==> src/rtl/ratio_pfd_pkg.sv <==
package ratio_pfd_pkg;

  // Register selects on the host write port.
  typedef enum logic [1:0] {
    SEL_REF_RATIO = 2'd0,
    SEL_FB_RATIO  = 2'd1,
    SEL_MODE      = 2'd2,
    SEL_SPARE     = 2'd3
  } reg_sel_e;

  // Path indices used by the generate loop.
  localparam int PATH_REF = 0;
  localparam int PATH_FB  = 1;
  localparam int N_PATHS  = 2;

endpackage

==> src/rtl/ratio_pfd_regs.sv <==
module ratio_pfd_regs
  import ratio_pfd_pkg::*;
#(
  parameter int DIV_W = 15
) (
  input  logic             clk,
  input  logic             rst,
  input  logic             wr_en,
  input  logic [1:0]       wr_addr,
  input  logic [DIV_W:0]   wr_data,
  output logic [DIV_W-1:0] ref_ratio_q,
  output logic [DIV_W-1:0] fb_ratio_q,
  output logic             ph_mode_q
);

  localparam logic [DIV_W-1:0] RATIO_RST = DIV_W'(1);

  always_ff @(posedge clk) begin
    if (rst) begin
      ref_ratio_q <= RATIO_RST;
      fb_ratio_q  <= RATIO_RST;
      ph_mode_q   <= 1'b0;
    end else if (wr_en) begin
      case (wr_addr)
        SEL_REF_RATIO: ref_ratio_q <= wr_data[DIV_W-1:0];
        SEL_FB_RATIO:  fb_ratio_q  <= wr_data[DIV_W-1:0];
        SEL_MODE:      ph_mode_q   <= wr_data[DIV_W];
        default:       ;
      endcase
    end
  end

endmodule

==> src/rtl/ratio_pfd_div.sv <==
module ratio_pfd_div #(
  parameter int DIV_W = 15
) (
  input  logic             clk,
  input  logic             rst,
  input  logic             edge_i,
  input  logic [DIV_W-1:0] queued_i,
  output logic             tc_o,
  output logic             rise_o,
  output logic             tog_o,
  output logic [DIV_W-1:0] lim_o
);

  // Ratio 0 is mapped to 1 so the limit is never zero.
  function automatic logic [DIV_W-1:0] eff_limit(input logic [DIV_W-1:0] v);
    return (v == '0) ? DIV_W'(1) : v;
  endfunction

  // Last count value of a period for a given limit.
  function automatic logic [DIV_W-1:0] last_count(input logic [DIV_W-1:0] lim);
    return lim - DIV_W'(1);
  endfunction

  logic [DIV_W-1:0] cnt_q;
  logic [DIV_W-1:0] lim_q;
  logic             tog_q;

  assign tc_o   = edge_i && (cnt_q == last_count(lim_q));
  assign rise_o = tc_o && !tog_q;
  assign tog_o  = tog_q;
  assign lim_o  = lim_q;

  always_ff @(posedge clk) begin
    if (rst) begin
      cnt_q <= '0;
      lim_q <= DIV_W'(1);
      tog_q <= 1'b0;
    end else if (tc_o) begin
      cnt_q <= '0;
      lim_q <= eff_limit(queued_i);
      tog_q <= !tog_q;
    end else if (edge_i) begin
      cnt_q <= cnt_q + DIV_W'(1);
    end
  end

endmodule

==> src/rtl/ratio_pfd_det.sv <==
module ratio_pfd_det #(
  parameter int RST_PULSE = 2
) (
  input  logic clk,
  input  logic rst,
  input  logic ph_mode,
  input  logic rise_ref,
  input  logic rise_fb,
  input  logic tog_ref,
  input  logic tog_fb,
  output logic clr_o,
  output logic pump_up,
  output logic pump_dn
);

  localparam int RC_W = (RST_PULSE < 2) ? 1 : $clog2(RST_PULSE);
  localparam logic [RC_W-1:0] RC_LAST = RC_W'(RST_PULSE - 1);

  logic            up_q, dn_q;
  logic [RC_W-1:0] rc_q;
  logic            both;
  logic            cancel;

  assign both   = up_q && dn_q;
  assign clr_o  = both && (rc_q == RC_LAST);
  assign cancel = clr_o && rise_ref && rise_fb;

  always_ff @(posedge clk) begin
    if (rst || ph_mode) begin
      up_q <= 1'b0;
      dn_q <= 1'b0;
      rc_q <= '0;
    end else begin
      if (cancel) begin
        up_q <= 1'b0;
        dn_q <= 1'b0;
      end else begin
        up_q <= (up_q && !clr_o) || rise_ref;
        dn_q <= (dn_q && !clr_o) || rise_fb;
      end
      rc_q <= (both && !clr_o) ? rc_q + RC_W'(1) : '0;
    end
  end

  always_comb begin
    if (ph_mode) begin
      pump_up = tog_ref && !tog_fb;
      pump_dn = tog_fb && !tog_ref;
    end else begin
      pump_up = up_q;
      pump_dn = dn_q;
    end
  end

endmodule

==> src/rtl/ratio_pfd.sv <==
module ratio_pfd
  import ratio_pfd_pkg::*;
#(
  parameter int DIV_W     = 15,
  parameter int RST_PULSE = 2
) (
  input  logic             clk,
  input  logic             rst,
  input  logic             wr_en,
  input  logic [1:0]       wr_addr,
  input  logic [DIV_W:0]   wr_data,
  input  logic             ref_edge,
  input  logic             fb_edge,
  output logic             pump_up,
  output logic             pump_dn
);

  logic [DIV_W-1:0] queued [N_PATHS];
  logic [DIV_W-1:0] lim_arr [N_PATHS];
  logic [N_PATHS-1:0] edge_vec, tc_vec, rise_vec, tog_vec;
  logic             mode_ph;
  logic             clr_ev;

  // Named events for the checker.
  logic             tc_ref, tog_ref;
  logic [DIV_W-1:0] lim_ref, lim_fb;

  assign edge_vec[PATH_REF] = ref_edge;
  assign edge_vec[PATH_FB]  = fb_edge;

  ratio_pfd_regs #(.DIV_W(DIV_W)) u_regs (
    .clk         (clk),
    .rst         (rst),
    .wr_en       (wr_en),
    .wr_addr     (wr_addr),
    .wr_data     (wr_data),
    .ref_ratio_q (queued[PATH_REF]),
    .fb_ratio_q  (queued[PATH_FB]),
    .ph_mode_q   (mode_ph)
  );

  for (genvar p = 0; p < N_PATHS; p++) begin : g_path
    ratio_pfd_div #(.DIV_W(DIV_W)) u_div (
      .clk      (clk),
      .rst      (rst),
      .edge_i   (edge_vec[p]),
      .queued_i (queued[p]),
      .tc_o     (tc_vec[p]),
      .rise_o   (rise_vec[p]),
      .tog_o    (tog_vec[p]),
      .lim_o    (lim_arr[p])
    );
  end

  ratio_pfd_det #(.RST_PULSE(RST_PULSE)) u_det (
    .clk      (clk),
    .rst      (rst),
    .ph_mode  (mode_ph),
    .rise_ref (rise_vec[PATH_REF]),
    .rise_fb  (rise_vec[PATH_FB]),
    .tog_ref  (tog_vec[PATH_REF]),
    .tog_fb   (tog_vec[PATH_FB]),
    .clr_o    (clr_ev),
    .pump_up  (pump_up),
    .pump_dn  (pump_dn)
  );

  assign tc_ref  = tc_vec[PATH_REF];
  assign tog_ref = tog_vec[PATH_REF];
  assign lim_ref = lim_arr[PATH_REF];
  assign lim_fb  = lim_arr[PATH_FB];

endmodule

==> config.mk <==
export PLATFORM = sky130hd
export DESIGN_NAME = ratio_pfd
export DESIGN_NICKNAME = d
export VERILOG_FILES = /design/src/rtl/ratio_pfd_pkg.sv /design/src/rtl/ratio_pfd_regs.sv /design/src/rtl/ratio_pfd_div.sv /design/src/rtl/ratio_pfd_det.sv /design/src/rtl/ratio_pfd.sv
export SDC_FILE = /design/constraint.sdc
export NUM_CORES = 1
export LEC_CHECK = 0
export ABC_AREA = 1
export BUFFER_PORTS_ARGS = -buffer_cell sky130_fd_sc_hd__buf_2
export CAP_MARGIN = 15
export CORE_MARGIN = 4
export CORE_UTILIZATION = 45
export CTS_BUF_LIST = sky130_fd_sc_hd__clkbuf_8
export CTS_CLUSTER_DIAMETER = 80
export DETAILED_ROUTE_END_ITERATION = 7
export SLEW_MARGIN = 20
export SYNTH_ARGS = -nofsm -noshare
export SYNTH_HDL_FRONTEND = slang
export SYNTH_SLANG_ARGS = --single-unit
==> constraint.sdc <==
create_clock -name clk -period 3.6 [get_ports clk]
set_input_delay 0.36 -clock clk [delete_from_list [all_inputs] [get_ports clk]]
set_output_delay 0.36 -clock clk [all_outputs]
set_load 0.01 [all_outputs]
---- Word-level counts from Yosys, hierarchy flattened ----
Index checks and enable logic that the tools add are counted.
storage, ports and cells
  flip-flop bits (word level) ............. 96
  logic and storage cells ................. 55
operators by class
  $add $sub $neg .......................... 5
  equality and inequality tests ........... 4
  mux-type cells .......................... 4
  bitwise gates (word level) .............. 1
  reductions and logical operators ........ 29
operators with widths
  kind                     number
  $add A15 B1 Y15 const B  2
  $eq A15 B15 Y1           2
  $logic_not A15 Y1        2
  $mux W15                 2
  $sub A15 B1 Y15 const B  2
  $logic_and A1 B1 Y1      13
  $reduce_or A2 Y1         4
  $reduce_and A2 Y1        3
  $logic_not A1 Y1         3
  $logic_or A1 B1 Y1       3
  $eq A2 B1 Y1 const B     1
  $eq A2 B2 Y1 const B     1
  $logic_not A2 Y1         1
  $mux W1                  2
  $add A1 B1 Y1 const B    1
  $not A1 Y1               1

---- Longest topological paths before layout ----
Gate-level depths: netlist of run 1.
  depth in word-level cells ............... 7
  depth in mapped cells ................... 18
  depth with buffers taken out ............ 17

---- Cells and area by module ----
A second synthesis of run 1 with hierarchy kept.
second synthesis, totals
  cells, all modules ...................... 846
  area, all modules ....................... 5,577.8 sq um
by module, submodules not included
  module          instances  cells an instance  area each (sq um)  sequential area each (sq um)
  ratio_pfd_div   2          311                2,048.2            620.6
  ratio_pfd_regs  1          202                1,332.5            620.6
  ratio_pfd_det   1          22                 148.9              60.1

---- Worst setup path before layout of run 1 ----
No wires, ideal clock.
  path type ............................... reg-to-reg
  from .................................... register g_path[1].u_div.lim_q[0]
  to ...................................... register g_path[1].u_div.lim_q[0]
  library setup time ...................... 0.113 ns
  data arrival time ....................... 1.906 ns
  required time ........................... 3.487 ns
  setup slack ............................. 1.581 ns
  stages on the path, launching flop included .. 17
  buffers on the path ..................... 0
  period minus slack after synthesis ...... 2.019 ns
  cells stage by stage .................... dfxtp_1 > inv_2 > ha_1 > inv_1 > nand2_1 > nand3_1 > nand2_1 > nor2_1 > nand2_1 > inv_1 > nand2_1 > nor2_1 > nand4_4 > nor2_8 > nand2_4 > nor2_2 > nor2_1
on the way
  word-level cells in the longest chain between the ends .. 3
RTL lines
  what                      RTL line             text
  start: declaration        ratio_pfd_div.sv:25  logic [DIV_W-1:0] lim_q;
  start signal: assignment  ratio_pfd_div.sv:40  lim_q <= eff_limit(queued_i);
  $sub A15 B1 Y15           ratio_pfd_div.sv:21  return lim - DIV_W'(1);
  $eq A15 B15 Y1            ratio_pfd_div.sv:28  assign tc_o = edge_i && (cnt_q == last_count(lim_q));
  $logic_and A1 B1 Y1       ratio_pfd_div.sv:28
Every way passes these cells.
A chain may end at the register's enable or synchronous reset.

---- Final worst setup path of run 1 ----
  from .................................... register g_path[1].u_div.lim_q[0]
  to ...................................... register g_path[1].u_div.lim_q[9]
Same word-level chain as after synthesis.

==> results of run 1 <==
## cell type report
class	instances	area, um^2	share of cell area [%]
Multi-Input combinational cell	501	2670	49.1
Sequential cell	96	1920	35.4
Inverter	92	345	6.36
Tap cell	140	175	3.22
Timing Repair Buffer	25	128	2.35
Clock buffer	9	124	2.28
Clock inverter	7	71.3	1.31
## flip-flops by register name, summed over array words and instances (netlist names)
| signal | flops |
|---|---|
| g_path.u_div.lim_o | 30 |
| u_regs.ph_mode_q | 1 |
| g_path.u_div.cnt_q | 30 |
| u_det.dn_q | 1 |
| u_det.up_q | 1 |
| u_regs.ref_ratio_q | 15 |
| g_path.u_div.tog_o | 2 |
| u_regs.fb_ratio_q | 15 |
| u_det.rc_q | 1 |
## placed cells by master, fill, tap and decap left out, types with 9 or more instances in the layout
master,synthesis,layout
o21ai_0,39,39
xor2_1,27,27
inv_1,85,86
buf_2,1,24
o21ai_2,9,9
nor2_2,11,11
nand3_1,44,44
nand2_2,14,14
nand2_1,147,147
xnor2_1,11,11
a21oi_1,39,39
clkbuf_8,0,9
dfxtp_1,96,96
nor2_1,95,95
## tightest hold or removal path, cell delays in order
cell and delay (ns):
buf_2 0.09, o21ai_0 0.08, nor2_1 0.08
## how the worst max path moves through the flow
stage,startpoint,slack (ns),end,depth (start not counted)
finish,g_path[1].u_div.lim_o[0]$_SDFFE_PP1N_,1.14,g_path[1].u_div.lim_o[9]$_SDFFE_PP0N_,12
global route,g_path[1].u_div.lim_o[0]$_SDFFE_PP1N_,0.81,g_path[1].u_div.lim_o[9]$_SDFFE_PP0N_,14
CTS,g_path[1].u_div.lim_o[0]$_SDFFE_PP1N_,1.12,g_path[1].u_div.lim_o[9]$_SDFFE_PP0N_,12
detailed placement,g_path[1].u_div.lim_o[0]$_SDFFE_PP1N_,1.13,g_path[1].u_div.lim_o[9]$_SDFFE_PP0N_,12
global placement,g_path[1].u_div.lim_o[0]$_SDFFE_PP1N_,1.20,g_path[1].u_div.lim_o[2]$_SDFFE_PP0N_,12
floorplan,g_path[1].u_div.lim_o[0]$_SDFFE_PP1N_,1.58,g_path[1].u_div.lim_o[0]$_SDFFE_PP1N_,16
## power groups by stage
stage,Clock [W],Sequential [W],Combinational (W)
floorplan,0,0.00123,0.000764
global placement,0,0.00126,0.000888
finish,0.000713,0.00123,0.000900
detailed placement,0,0.00126,0.000903
global route,0.000781,0.00125,0.00102
CTS,0.000736,0.00123,0.000905
## metrics by stage
stage                     cells  setup WS [ns]  instance area, um^2  util [%]  total power, W
after floorplan             705           1.58                 5030         -         0.00200
after global placement      854           1.20                 5240      48.1         0.00215
after detailed placement    854           1.13                 5240      48.1         0.00216
after CTS                   870           1.12                 5430      49.9         0.00288
after global routing        870          0.810                 5430      49.9         0.00305
final                       870           1.14                 5430      49.9         0.00285
## layer usage
| layer | routed length (um) | global-route usage, % | vias to the layer above |
|---|---|---|---|
| li1 | - | - | 2278 |
| met1 | 5910 | 26.6 | 1930 |
| met2 | 4790 | 28.7 | 62 |
| met3 | 393 | 2.60 | 12 |
| met4 | 181 | 6.73 | 0 |
| met5 | 0 | 0 | - |
## kinds of logic (layout without fill, tap and decap cells)
kind of cell / count (synthesis) / in the layout
AO/OA/AOI/OAI: 101 / 101
XOR/XNOR: 38 / 38
adder cells (fa/ha/maj): 4 / 4
buffers and inverters: 108 / 133
flip-flops: 96 / 96
AND/OR/NAND/NOR: 358 / 358
==> results_dict.tcl, run 1 <==
set metrics [dict create \
    muxShareOfSynthArea_pct 0 \
    slowest_delay_ns 0.49 \
    h-tree-depth 3 \
    setup_violations 0 \
    swShare_pct 38.5 \
    r2r-start "g_path[1].u_div.lim_o[0]$_SDFFE_PP1N_" \
    clkLatencyLatePin_ns 0.37 \
    cts_resized 0 \
    ys_seq_area_share_pct 38.2 \
    clock_skew_ns 0.00627 \
    drt_wl_total_um 11300 \
    synth-async-reset-ratio_pct 0 \
    cts-hold-fix-buffers 0 \
    cts_tree "built" \
    hold-worst-slack_ns 0.267 \
    clock_sinks 96 \
    dp_hpwl_um 8850 \
    synthMostInstantiatedCell "nand2_1" \
    cts_made_buffers 9 \
    synth_edf_count 0 \
    synth_top_family_by_area "simple AND/OR/NAND/NOR gates" \
    grt_first_pass_wirelength_um 19500 \
    drive_gt1_share_pct 14.5 \
    r2r_cells 12 \
    max_cap_violations 0 \
    drtAntennaViolNets 0 \
    endpoint_kind "flip-flop" \
    fin_crit_ns 2.46 \
    reg2reg_slack_ns 1.14 \
    hold_path.class "input pin to flip-flop" \
    crit_buf_inv 1 \
    worstPathArrival_ns 2.71 \
    num_vias 4282 \
    synthCells 705 \
    drt-pass1-iter-count 4 \
    p_leak_nw 2.33 \
    die_h_um 114 \
    p_comb_share_pct 31.6 \
    dieArea_mm2 0.0129 \
    r2r_end "g_path[1].u_div.lim_o[9]$_SDFFE_PP0N_" \
    cp_max_fo 26 \
    yosysWarningCount 0 \
    root_buffer "clkbuf_8" \
    critical_path_required_ns 3.85 \
    design.core.area_mm2 0.0109 \
    via_per_inst 4.92 \
    syn_area_per_cell_um2 7.14 \
    ir_drop_uv 209 \
    synthFlopType "dfxtp_1" \
    hold_viol_final 0 \
    cp_slowest_cell "nand2_2" \
    grt_pass1_vias 4095 \
    cp_common_cell "nand2_1" \
    synth-simple-area-share_pct 33.6 \
    syn_nets 732 \
    rsz0062_at_grt "no" \
    clock.fmax_ghz 0.407 \
    crit_family "simple AND/OR/NAND/NOR gates" \
    synth_top_area_share_pct 38.2 \
    initial_core_util_pct 46.2 \
    cts_setup_buffers 0 \
    drt_iter0_drc 210 \
    path_class "flip-flop to flip-flop" \
    n_antenna_cell 0 \
    tightest_slew_ns 0.956 \
    cts.clk_slew.worst_paths_ns 0.10 \
    hold_start "wr_data[14]" \
    synth_area_leader_cell "dfxtp_1" \
    grt_use_total_pct 18.6 \
    floorplan.die.width_um 114 \
    max_slew_margin_pct 36.1 \
    synth-compound-area-share_pct 11.8 \
    gp_congestion 0.912 \
    cp-start-kind "flip-flop" \
    crit_chain "inv_2 -> ha_1 -> nand2_1 -> nor2_1 -> nand2_1 -> nand2_1 -> nand2_1 -> nand2_1 -> nor2_1 -> nand4_4 -> nand2_2 -> o21ai_0" \
    io_pins 25 \
    avgRoutedWirePerCell_um 13.0 \
    drc 0 \
    setup_tns_ns 0 \
    p_clk_share_pct 25.0 \
    fin_crit_sh_pct 68.2 \
    synth_area_mm2 0.00503 \
    fillerInstances 1088 \
    internal-power_w 0.00175 \
    synth_top_cells_by_count "nand2_1 (147), dfxtp_1 (96), nor2_1 (95)" \
    p_switching_w 0.00110 \
    clockBufferDepth 2 \
    status "complete, no violations" \
    hold_depth 3 \
    synth_area_leaders "dfxtp_1 (38%), nand2_1 (11%), nor2_1 (7.1%)" \
    grt_antenna_before_repair 0 \
    slew_violations 0 \
    ys_ff_latch 96 \
    yosysUniqueCellTypes 43 \
    power_density_mw_per_mm2 524 \
    rows 38 \
    yosys.area_share.xor_xnor_pct 6.61 \
    p_seq_share_pct 43.3 \
    io_buffers 24 \
    areaGrowthSynthToFinish_pct 7.98 \
    grt-ovfl-total 0 \
    grt_max_degree 32 \
    hold_end "u_regs.fb_ratio_q[14]$_SDFFE_PP0P_" \
    final_nets 752 \
    synthAdderAreaFrac_pct 0.995 \
]
Note: power is estimated with default switching activity, not from simulation.
==> run 2, diff against run 1 <==
--- a/config.mk
+++ b/config.mk
@@ -5,7 +5,7 @@
 export SDC_FILE = /design/constraint.sdc
 export NUM_CORES = 1
 export LEC_CHECK = 0
-export ABC_AREA = 1
+export ABC_AREA = 0
 export BUFFER_PORTS_ARGS = -buffer_cell sky130_fd_sc_hd__buf_2
 export CAP_MARGIN = 15
 export CORE_MARGIN = 4
==> constraint.sdc (replaced) <==
create_clock -name clk -period 2.3 [get_ports clk]
set_input_delay 0.23 -clock clk [delete_from_list [all_inputs] [get_ports clk]]
set_output_delay 0.23 -clock clk [all_outputs]
set_load 0.01 [all_outputs]
==> results_dict.tcl, run 2 <==
set metrics [dict create \
    num_vias 4476 \
    synth_area_mm2 0.00488 \
    cp_slowest_cell "or4b_4" \
    clock_skew_ns 0.00910 \
    crit_buf_inv 3 \
    fin_crit_ns 2.62 \
    synthMostInstantiatedCell "dfxtp_1" \
    ir_drop_uv 364 \
    crit_chain "inv_2 -> ha_4 -> or4b_4 -> buf_4 -> a21oi_1 -> o21ai_1 -> o22ai_2 -> nor4_4 -> buf_4 -> a2111o_1 -> a211oi_2" \
    clkLatencyLatePin_ns 0.37 \
    cts_made_buffers 9 \
    clock_sinks 96 \
    yosysUniqueCellTypes 65 \
    die_h_um 112 \
    clock.fmax_ghz 0.382 \
    seq_area_mm2 0.00193 \
    cts.clk_slew.worst_paths_ns 0.09 \
    setup_tns_ns -15.34 \
    ys_ff_latch 96 \
    drt_wl_total_um 12800 \
    avgRoutedWirePerCell_um 15.5 \
    setup_violations 64 \
    drc 0 \
    fillerInstances 952 \
    cp-start-kind "flip-flop" \
    slew_violations 0 \
    final_area_mm2 0.00639 \
    rows 37 \
    drive_gt1_share_pct 30.9 \
    final_common_cell "dfxtp_1" \
    max_slew_margin_pct 65.2 \
    ys_seq_area_share_pct 39.3 \
    via_per_inst 5.44 \
    final_nets 710 \
    max_cap_violations 0 \
    path_class "flip-flop to flip-flop" \
    critical_path_required_ns 2.59 \
    synth_top_family_by_area "simple AND/OR/NAND/NOR gates" \
    crit_family "compound AO/OA/AOI/OAI gates" \
    dpl-instance-area_mm2 0.00582 \
    fin_ws_ns -0.319 \
    areaGrowthSynthToFinish_pct 30.7 \
    fin_crit_sh_pct 114 \
    io_buffers 24 \
    muxShareOfSynthArea_pct 1.72 \
    p_leak_nw 2.45 \
    synthFlopType "dfxtp_1" \
    hold_viol_final 0 \
    tightest_slew_ns 0.521 \
    grt_first_pass_wirelength_um 21200 \
    initial_core_util_pct 46.7 \
    synth-simple-area-share_pct 25.3 \
    grt_antenna_before_repair 0 \
    syn_nets 607 \
    cts_tree "built" \
    drt_iter0_drc 273 \
    io_pins 25 \
    hold_path.class "input pin to flip-flop" \
    grt_max_degree 24 \
    floorplan.die.width_um 112 \
    grt_pass1_vias 4247 \
    synth_area_leader_cell "dfxtp_1" \
    power_density_mw_per_mm2 627 \
    slowest_delay_ns 0.51 \
    synthAdderAreaFrac_pct 1.02 \
    synth-compound-area-share_pct 17.8 \
    design.core.area_mm2 0.0105 \
    final_util_pct 61.0 \
    layout_common_cells "dfxtp_1 (91), buf_4 (83), nand2_1 (76), a21oi_1 (40), nor2_1 (38)" \
    endpoint_kind "flip-flop" \
    yosysWarningCount 0 \
    hold-worst-slack_ns 0.102 \
    grt_use_total_pct 20.8 \
    synth-async-reset-ratio_pct 0 \
    synthCells 580 \
    drt-pass1-iter-count 4 \
    worstPathArrival_ns 2.91 \
    synth_top_cells_by_count "dfxtp_1 (96), nand2_1 (76), nor2_1 (47)" \
    grt-ovfl-total 0 \
    n_antenna_cell 0 \
    synth_top_area_share_pct 39.3 \
    synth_area_leaders "dfxtp_1 (39%), nand2_1 (5.8%), xor2_1 (5.6%)" \
    cp_max_fo 5 \
    h-tree-depth 3 \
    violations "setup timing" \
    clockBufferDepth 2 \
    multi_input_area_mm2 0.00312 \
    synth_edf_count 0 \
    drtAntennaViolNets 0 \
    dp_hpwl_um 9490 \
    yosys.area_share.xor_xnor_pct 10.0 \
    dieArea_mm2 0.0126 \
    status "finished, violations left" \
    cp_common_cell "buf_4" \
    gp_congestion 0.897 \
    rsz0062_at_grt "yes" \
    root_buffer "clkbuf_8" \
    syn_area_per_cell_um2 8.42 \
]
[run 2: cells by family (layout without fill, tap and decap cells)]
kind of cell / count (synthesis) / in the layout
fa+ha+maj: 4 / 4
buf+inv: 53 / 158
xor+xnor: 56 / 56
simple gates: 244 / 244
flops: 96 / 96
compound gates: 119 / 121
mux: 8 / 8
[run 2: path summary, 6_finish.rpt]
kind	startpoint	end	slack (ns)	cells after the start
worst max-delay path	g_path[1].u_div.lim_o[0]$_SDFFE_PP1N_	u_det.up_q$_SDFF_PP0_	-0.32	11
worst max register to register	g_path[1].u_div.lim_o[0]$_SDFFE_PP1N_	u_det.up_q$_SDFF_PP0_	-0.32	11
worst min register to register	u_det.rc_q$_SDFF_PP0_	u_det.rc_q$_SDFF_PP0_	0.45	1
worst min-delay path	wr_data[14]	u_regs.fb_ratio_q[14]$_SDFFE_PP0P_	0.10	3
[run 2: final cells by class]
class,count,area share [%]
Timing Repair Buffer,116,13.7
Sequential cell,96,30.2
Clock inverter,5,0.901
Tap cell,136,2.66
Multi-Input combinational cell,433,48.8
Inverter,27,1.59
Clock buffer,10,2.16
[run 2: worst min-delay path: stages]
cell and delay, ns:
buf_2 0.11, nand2_1 0.05, a21oi_1 0.05
[run 2: metal layers]
layer	GRT usage [%]	vias up	routed length, um
li1	-	2277	-
met1	30.0	2098	6360
met2	31.6	80	5650
met3	3.18	21	453
met4	7.21	0	308
met5	0	-	0
[run 2: what timing repair did]
action | CTS | global route
hold buffers | 0 | 0
setup endpoints to repair | 64 | 64
gates cloned | 2 | 2
pin swaps | 13 | 25
resized for setup | 29 | 36
setup buffers | 5 | 2
[run 2: metrics by stage]
| step | instances | total power [W] | setup slack (ns) |
|---|---|---|---|
| finish | 823 | 0.00401 | -0.319 |
| global route | 823 | 0.00421 | -0.414 |
| CTS | 819 | 0.00391 | -0.309 |
| detailed placement | 797 | 0.00271 | -0.510 |
| global placement | 797 | 0.00270 | -0.478 |
| floorplan | 580 | 0.00241 | -0.346 |
[run 2: report_power, final]
group	switching [W]	internal [W]	leakage [nW]
registers	0.0000666	0.00173	0.778
logic	0.000552	0.000532	1.57
clock network	0.000595	0.000527	0.0962
